**config.mk**
```make
export PLATFORM = sky130hd
export DESIGN_NAME = cfg_bar_slice
export DESIGN_NICKNAME = d
export VERILOG_FILES = /design/src/rtl/cfg_bar_pkg.sv /design/src/rtl/cfg_bar_reg.sv /design/src/rtl/cfg_vid_reg.sv /design/src/rtl/cfg_rd_port.sv /design/src/rtl/cfg_bar_slice.sv
export SDC_FILE = /design/constraint.sdc
export NUM_CORES = 1
export LEC_CHECK = 0
export ABC_AREA = 1
export BUFFER_PORTS_ARGS = -buffer_cell sky130_fd_sc_hd__buf_2
export CAP_MARGIN = 10
export CORE_ASPECT_RATIO = 0.8
export CORE_MARGIN = 5
export CORE_UTILIZATION = 50
export DETAILED_ROUTE_END_ITERATION = 12
export GPL_ROUTABILITY_DRIVEN = 0
export PLACE_DENSITY = 0.84
export SLEW_MARGIN = 20
export SYNTH_ARGS = -nofsm -noshare
export SYNTH_HDL_FRONTEND = slang
export SYNTH_SLANG_ARGS = --single-unit
```
**constraint.sdc**
```tcl
create_clock -name clk -period 3.7 [get_ports clk]
set_clock_uncertainty 0.15 [all_clocks]
set_input_delay 0 -clock clk [delete_from_list [all_inputs] [get_ports clk]]
set_output_delay 0 -clock clk [all_outputs]
set_load 0.05 [all_outputs]
```
**src/rtl/cfg_bar_pkg.sv**
```systemverilog
package cfg_bar_pkg;
  localparam int CFG_DW = 32;
  localparam int CFG_BE = CFG_DW / 8;

  typedef struct packed {
    logic              wr;
    logic [CFG_DW-1:0] data;
    logic [CFG_BE-1:0] be;
  } cfg_wr_t;
endpackage

```
**src/rtl/cfg_bar_reg.sv**
```systemverilog
module cfg_bar_reg
  import cfg_bar_pkg::*;
#(
  parameter int WIN_LOG2 = 19
) (
  input  logic              clk,
  input  logic              rst,
  input  cfg_wr_t           wr,
  input  logic              mem_en,
  input  logic [CFG_DW-1:0] probe_addr,
  output logic [CFG_DW-1:0] bar_word,
  output logic              win_hit
);
  localparam int BASE_W = CFG_DW - WIN_LOG2;

  logic [CFG_DW-1:WIN_LOG2] base_q;

  for (genvar b = WIN_LOG2; b < CFG_DW; b++) begin : g_bit
    always_ff @(posedge clk) begin
      if (rst) base_q[b] <= 1'b0;
      else if (wr.wr && wr.be[b/8]) base_q[b] <= wr.data[b];
    end
  end

  assign bar_word = {base_q, {WIN_LOG2{1'b0}}};

  always_ff @(posedge clk) begin
    if (rst) win_hit <= 1'b0;
    else win_hit <= mem_en && (probe_addr[CFG_DW-1:WIN_LOG2] == base_q);
  end

  assert_lane_hold_R4: assert property (@(posedge clk) disable iff (rst)
    (wr.wr && !wr.be[3]) |=> $stable(bar_word[31:24]));
  assert_idle_hold_R2: assert property (@(posedge clk) disable iff (rst)
    !wr.wr |=> $stable(bar_word));
  assert_hit_gate_R9: assert property (@(posedge clk) disable iff (rst)
    win_hit |-> $past(mem_en));

  logic [BASE_W-1:0] unused_w;
  assign unused_w = '0;
endmodule

```
**src/rtl/cfg_vid_reg.sv**
```systemverilog
module cfg_vid_reg
  import cfg_bar_pkg::*;
#(
  parameter int VID_W = 16
) (
  input  logic             clk,
  input  logic             rst,
  input  cfg_wr_t          wr,
  output logic [VID_W-1:0] vid_q,
  output logic             locked
);
  localparam int VID_LANES = VID_W / 8;

  logic take;
  assign take = wr.wr && (|wr.be[VID_LANES-1:0]) && !locked;

  for (genvar l = 0; l < VID_LANES; l++) begin : g_lane
    always_ff @(posedge clk) begin
      if (rst) vid_q[8*l +: 8] <= 8'h00;
      else if (take && wr.be[l]) vid_q[8*l +: 8] <= wr.data[8*l +: 8];
    end
  end

  always_ff @(posedge clk) begin
    if (rst) locked <= 1'b0;
    else if (take) locked <= 1'b1;
  end

  assert_frozen_R6: assert property (@(posedge clk) disable iff (rst)
    locked |=> $stable(vid_q));
  assert_sticky_R8: assert property (@(posedge clk) disable iff (rst)
    locked |=> locked);
  assert_no_lock_R7: assert property (@(posedge clk) disable iff (rst)
    (!locked && !(wr.wr && (|wr.be[VID_LANES-1:0]))) |=> !locked);
endmodule

```
**src/rtl/cfg_rd_port.sv**
```systemverilog
module cfg_rd_port
  import cfg_bar_pkg::*;
(
  input  logic              clk,
  input  logic              rst,
  input  logic              rd_req,
  input  logic              sel_bar,
  input  logic              sel_vid,
  input  logic [CFG_DW-1:0] bar_word,
  input  logic [CFG_DW-1:0] vid_word,
  output logic              rd_valid,
  output logic [CFG_DW-1:0] rd_data
);
  logic [CFG_DW-1:0] mux_d;

  always_comb begin
    mux_d = '0;
    if (sel_bar) mux_d = bar_word;
    else if (sel_vid) mux_d = vid_word;
  end

  always_ff @(posedge clk) begin
    if (rst) begin
      rd_valid <= 1'b0;
      rd_data  <= '0;
    end else begin
      rd_valid <= rd_req;
      rd_data  <= rd_req ? mux_d : '0;
    end
  end

  assert_rd_lat_R10: assert property (@(posedge clk) disable iff (rst)
    rd_req |=> rd_valid);
  assert_rd_quiet_R10: assert property (@(posedge clk) disable iff (rst)
    !rd_req |=> (!rd_valid && rd_data == '0));
endmodule

```
**src/rtl/cfg_bar_slice.sv**
```systemverilog
module cfg_bar_slice
  import cfg_bar_pkg::*;
#(
  parameter int              ADDR_W   = 8,
  parameter int              WIN_LOG2 = 19,
  parameter int              VID_W    = 16,
  parameter logic [ADDR_W-1:0] BAR_OFFS = 8'h14,
  parameter logic [ADDR_W-1:0] VID_OFFS = 8'h2C
) (
  input  logic              clk,
  input  logic              rst,
  input  logic              req_valid,
  input  logic              req_write,
  input  logic [ADDR_W-1:0] req_addr,
  input  logic [CFG_DW-1:0] req_wdata,
  input  logic [CFG_BE-1:0] req_be,
  output logic              rd_valid,
  output logic [CFG_DW-1:0] rd_data,
  input  logic              mem_en,
  input  logic [CFG_DW-1:0] probe_addr,
  output logic              win_hit
);
  localparam int WORD_W = ADDR_W - 2;

  logic sel_bar, sel_vid;
  assign sel_bar = req_addr[ADDR_W-1:2] == BAR_OFFS[ADDR_W-1:2];
  assign sel_vid = req_addr[ADDR_W-1:2] == VID_OFFS[ADDR_W-1:2];

  cfg_wr_t bar_wr, vid_wr;
  always_comb begin
    bar_wr.wr   = req_valid && req_write && sel_bar;
    bar_wr.data = req_wdata;
    bar_wr.be   = req_be;
    vid_wr.wr   = req_valid && req_write && sel_vid;
    vid_wr.data = req_wdata;
    vid_wr.be   = req_be;
  end

  logic [CFG_DW-1:0] bar_word, vid_word;
  logic [VID_W-1:0]  vid_q;
  logic              vid_locked;

  cfg_bar_reg #(.WIN_LOG2(WIN_LOG2)) u_bar (
    .clk(clk), .rst(rst), .wr(bar_wr), .mem_en(mem_en),
    .probe_addr(probe_addr), .bar_word(bar_word), .win_hit(win_hit)
  );

  cfg_vid_reg #(.VID_W(VID_W)) u_vid (
    .clk(clk), .rst(rst), .wr(vid_wr), .vid_q(vid_q), .locked(vid_locked)
  );

  assign vid_word = {{(CFG_DW-VID_W){1'b0}}, vid_q};

  cfg_rd_port u_rd (
    .clk(clk), .rst(rst), .rd_req(req_valid && !req_write),
    .sel_bar(sel_bar), .sel_vid(sel_vid),
    .bar_word(bar_word), .vid_word(vid_word),
    .rd_valid(rd_valid), .rd_data(rd_data)
  );

  assert_low_zero_R3: assert property (@(posedge clk) disable iff (rst)
    (req_valid && !req_write && sel_bar) |=> rd_data[WIN_LOG2-1:0] == '0);
  assert_vid_upper_R5: assert property (@(posedge clk) disable iff (rst)
    (req_valid && !req_write && sel_vid) |=> rd_data[CFG_DW-1:VID_W] == '0);

  logic [WORD_W-1:0] unused_word;
  assign unused_word = '0;
endmodule

```
=== Yosys cells after proc, flatten, opt, wreduce, memory -nomap -nowiden ===
Index checks and enable logic that the tools add are counted.
Widths: inputs -> output; s select.

* Bits in registers: 64
* Input port bits: 81
* Logic and storage cells: 45

* Eq/ne operators: 3
* Multiplexer cells: 2
* Bitwise logic cells: 2
* Reductions and logical operators: 17

{| class="wikitable"
|+ Operators by type and width
! kind !! count
|-
| $mux 32 || 1
|-
| $mux 16 || 1
|-
| $eq 13x13->1 || 1
|-
| $logic_and 1x1->1 || 11
|-
| $eq 6x3->1 const B || 1
|-
| $eq 6x4->1 const B || 1
|-
| $reduce_or 2->1 || 2
|-
| $reduce_or 4->1 || 1
|-
| $reduce_or 3->1 || 1
|-
| $logic_not 1->1 || 2
|-
| $not 1->1 || 2
|}

=== Logic depth before layout (Yosys ltp) ===
* Word-level depth: 5
* Mapped depth: 8
* Depth with buffers taken out: 8

=== By module ===
Synthesis repeated with hierarchy kept, for this count alone.

* Cell total of the unflattened synthesis: 406
* Area total of the unflattened synthesis: 3,000.4 um2

{| class="wikitable"
|+ By module, submodules not included
! module !! times used !! cells an instance !! area an instance (um2) !! sequential area each (um2)
|-
| cfg_rd_port || 1 || 146 || 1,328.8 || 660.6
|-
| cfg_bar_reg || 1 || 136 || 873.3 || 280.3
|-
| cfg_vid_reg || 1 || 106 || 725.7 || 340.3
|-
| cfg_bar_slice || 1 || 18 || 72.6 || 0.0
|}

=== Worst setup path before layout ===
OpenSTA, ideal clock, no wires.

* Path kind: reg-to-reg
* From: register u_vid.locked
* To: register u_vid.vid_q[4]
* Setup time: 115 ps
* Data arrival time: 940 ps
* Required time: 3,435 ps
* Path slack: 2,495 ps
* Cell stages (with the launch flop): 8
* Period minus slack after synthesis: 1,205 ps
* Cell sequence: dfxtp_1 > nor2_1 > nand2_2 > nor2_4 > buf_6 > nand3_1 > nand2_1 > nor2_1

* Cells in the longest elaborated chain, start to end: 3

{| class="wikitable"
|+ RTL lines
! what !! line !! source
|-
| start: declaration || cfg_vid_reg.sv:10 || <nowiki>output logic locked</nowiki>
|-
| start signal: assignment || cfg_vid_reg.sv:25 || <nowiki>if (rst) locked <= 1'b0;</nowiki>
|-
| start signal: assignment || cfg_vid_reg.sv:26 || <nowiki>else if (take) locked <= 1'b1;</nowiki>
|-
| $logic_not 1->1 || cfg_vid_reg.sv:15 || <nowiki>assign take = wr.wr && (|wr.be[VID_LANES-1:0]) && !locked;</nowiki>
|-
| $logic_and 1x1->1 || cfg_vid_reg.sv:15 ||
|-
| $logic_and 1x1->1 || cfg_vid_reg.sv:20 || <nowiki>else if (take && wr.be[l]) vid_q[8*l +: 8] <= wr.data[8*l +: 8];</nowiki>
|-
| end signal: indexed assignment || cfg_vid_reg.sv:20 ||
|-
| end: declaration || cfg_vid_reg.sv:9 || <nowiki>output logic [VID_W-1:0] vid_q,</nowiki>
|}

Every way passes these cells.
A chain may end at the register's enable or synchronous reset.

=== Final worst setup path ===
* From: input req_valid
* To: register u_vid.vid_q[8]

* Cells in the longest elaborated chain, start to end: 5

{| class="wikitable"
|+ RTL lines
! what !! line !! source
|-
| start: declaration || cfg_bar_slice.sv:12 || <nowiki>input logic req_valid,</nowiki>
|-
| $logic_and 1x1->1 (2 in a row) || cfg_bar_slice.sv:34 || <nowiki>vid_wr.wr = req_valid && req_write && sel_vid;</nowiki>
|-
| $logic_and 1x1->1 (2 in a row) || cfg_vid_reg.sv:15 ||
|-
| $logic_and 1x1->1 || cfg_vid_reg.sv:20 ||
|}

Every way passes these cells.

==> impl_metrics.csv <==
group,metric,value,unit
sta,setup_slack,0.8251,ns
sta,min_period,2.875,ns
worst_setup_path,path_class,"input port to flop",
worst_setup_path,critPathArrivalTime,2.92,ns
drt,routedWlPerCell,11.81,um
power_and_ir_drop,power.static_leakage,1.871,nW
worst_setup_path,critPathMaxStageDelay,0.59,ns
status,outcome,"complete, no violations",
global_route,grt_pass1_vias,2598,
global_route,grt_max_degree,34,
clock_tree,root_buffer,"clkbuf_8",
die,coreArea,0.004979,mm^2
global_route,antenna_found_initial,0,
sta,setup_tns,0,ns
drt,wl_met2,3523,um
sta,setup-violations-final,0,
worst_setup_path,path_cells,"dlygate4sd3_1 > buf_2 > nand2_1 > nor2_1 > nand2_2 > nor2_4 > nand3_1 > dlygate4sd3_1 > nand2_1 > nor2_1 > dlygate4sd3_1",
drt,met3_length,467,um
sta,worst_slew_pin_slew,0.8878,ns
worst_setup_path,cpMostUsedCell,"dlygate4sd3_1",
sta,fin_hold_ws,0.01677,ns
synth,syn_area_per_cell,6.939,um^2
clock_tree,cts_tree,"yes",
flow_run,cap_violations,0,
synth,synth_area_leaders,"dfxtp_1, inv_1, nor2_1",
synth,yosysSeqAreaShare,47.82,%
drt,drt_wl_total,6885,um
worst_setup_path,path_max_fanout,33,
sta,max_slew_margin,40.75,%
clock_tree,cts_buffers,9,
die,rows,23,
synth,synthTopCellsByCount,"inv_1, nor2_1, nand2_1",
sta,post-route-period-util,77.70,%
clock_tree,cts.htree.levels,3,
cells_and_area,fillCellCount,381,
synth,synth_area_leader_cell,"dfxtp_1",
drt,viasPerCell,4.568,
drt,ant_nets,0,
synth,synthFlopType,"dfxtp_1",
drt,top_layer,"met4",
synth,synthArstFlopShare,0,%
sta,hold_viol,0,
placement,post-place-ws,2.037,ns
synth,synth_top_area_share,47.82,%
cells_and_area,fin_util,75.90,%
die,die_area,0.006645,mm^2
worst_setup_path,required,3.75,ns
clock_tree,clockBufferDepth,2,
drt,drtIter0Drc,127,
global_route,gr-usage-all-layers,20.91,%
drt,firstDrtPassIters,5,
die,die_y,73.92,um
sta,rsz0062_at_grt,"false",
placement,hpwl,4253,um
synth,ys_ff_latch,61,
worst_setup_path,crit_start,"req_valid",
synth,ys_warn_count,0,
clock_tree,post-cts-setup-buffer-count,0,
global_route,gr-total-overflow,0,
power_and_ir_drop,post-layout-total-power,1.268,mW
cells_and_area,areaGrowthSynthToFinish,47.97,%
synth,syn_area,0.002554,mm^2
cells_and_area,final_layout_size_suffix_gt1_share,20.58,%
cells_and_area,final_nets,598,
drt,dr_total_vias,2663,
sta,drv_slew,0,
min_path,worstHoldStart,"req_be[1]",
clock_tree,cts_sinks,61,
drt,met1_length,2735,um
die,initial_core_util,51.29,%
cells_and_area,ff_latch_area,0.001221,mm^2
placement,io_buffers,87,
synth,synth_edf_count,0,
synth,ys_types,20,
min_path,hold_class,"input port to flop",
die,pin_count,115,
worst_setup_path,cp-start-kind,"input port",
worst_setup_path,critPathCaptureType,"flop",
clock_tree,clock_latency,0.31,ns
die,dieWidth,89.90,um
power_and_ir_drop,power.density,335.7,mW/mm^2
cells_and_area,multi_input_area,893.4,um^2
drt,drc,0,
global_route,grt_pass1_wl,11120,um
sta,fmax,347.8,MHz
worst_setup_path,timing.rr.start,"u_vid.locked",
clock_tree,clk_pin_slew,0.06,ns
synth,synth.most_common_cell,"inv_1",
worst_setup_path,cp_slowest_cell,"dlygate4sd3_1",
power_and_ir_drop,vdd_drop_max,0.0003052,V
synth,synth_cells,368,
[through the flow]
| stage | area (um^2) | instances |
|---|---|---|
| after floorplan | 2561 | 370 |
| after global placement | 2950 | 502 |
| after detailed placement | 2950 | 502 |
| after CTS | 3776 | 582 |
| after global routing | 3776 | 582 |
| final | 3779 | 583 |
[final timing paths]
kind / endpoint / slack, ns / cells after the start
worst max-delay path: u_vid.vid_q[8] / 0.83 / 11
worst min-delay path: u_vid.vid_q[13] / 0.02 / 3
worst max register to register: u_vid.vid_q[8] / 0.95 / 8
worst min register to register: u_rd.rd_data[7] / 0.27 / 2
[logic make-up after synthesis]
kind of cell,share of synthesized area (%)
buffers and inverters,17.49
DFF,47.82
and+or+nand+nor,29.25
other,0.1468
AOI/OAI and AO/OA,5.292
[flip-flops by register name, indices dropped and copies added, names as in the netlist]
signal          count
u_bar.bar_word     13
u_bar.win_hit       1
u_rd.rd_data       29
u_rd.rd_valid       1
u_vid.locked        1
u_vid.vid_q        16
[cells in the final DEF, fill, tap and decap left out, drive strengths merged]
cell         synthesis  routed
a21oi               17      17
buf                 16      87
clkbuf               1      12
clkinv               0       2
conb                 1       3
dfxtp               61      61
diode                0       1
dlygate4sd3          0      66
inv                 86      86
nand2               67      67
nand3               32      32
nand4                4       4
nor2                73      73
o21ai                8       8
o22ai                1       1
or2                  1       1
[critical path: cells and delay by family]
kind | cells | cell delay (ns)
simple gates | 7 | 1.11
buf+inv | 4 | 1.79
[metal layers]
| layer | track usage (%) | vias up |
|---|---|---|
| met1 | 23.08 | 1164 |
| met5 | 0 | - |
| met4 | 9.421 | 0 |
| met3 | 6.141 | 18 |
| li1 | - | 1370 |
| met2 | 37.91 | 111 |
[power breakdown]
group / internal (mW) / total, mW / switching, mW / leakage (nW)
registers: 0.658 / 0.658 / 0.000393 / 0.491
logic: 0.0582 / 0.116 / 0.0582 / 1.29
clock network: 0.270 / 0.494 / 0.224 / 0.0881
[area by class of cell]
cell class | count | area share (%)
repair buffers | 153 | 29.01
inverters | 86 | 8.543
multi-input cells | 206 | 23.64
clock buffers | 12 | 4.106
diodes | 1 | 0.06623
well taps | 62 | 2.053
flip-flops and latches | 61 | 32.32
clock inverters | 2 | 0.2649
[timing repair]
action | 4_1_cts | 5_1_grt
hold endpoints to repair | 32 | 0
resized for setup | 0 | 0
hold buffers | 66 | 0
setup endpoints to repair | 0 | 0
(Power assumes the default switching activity.)
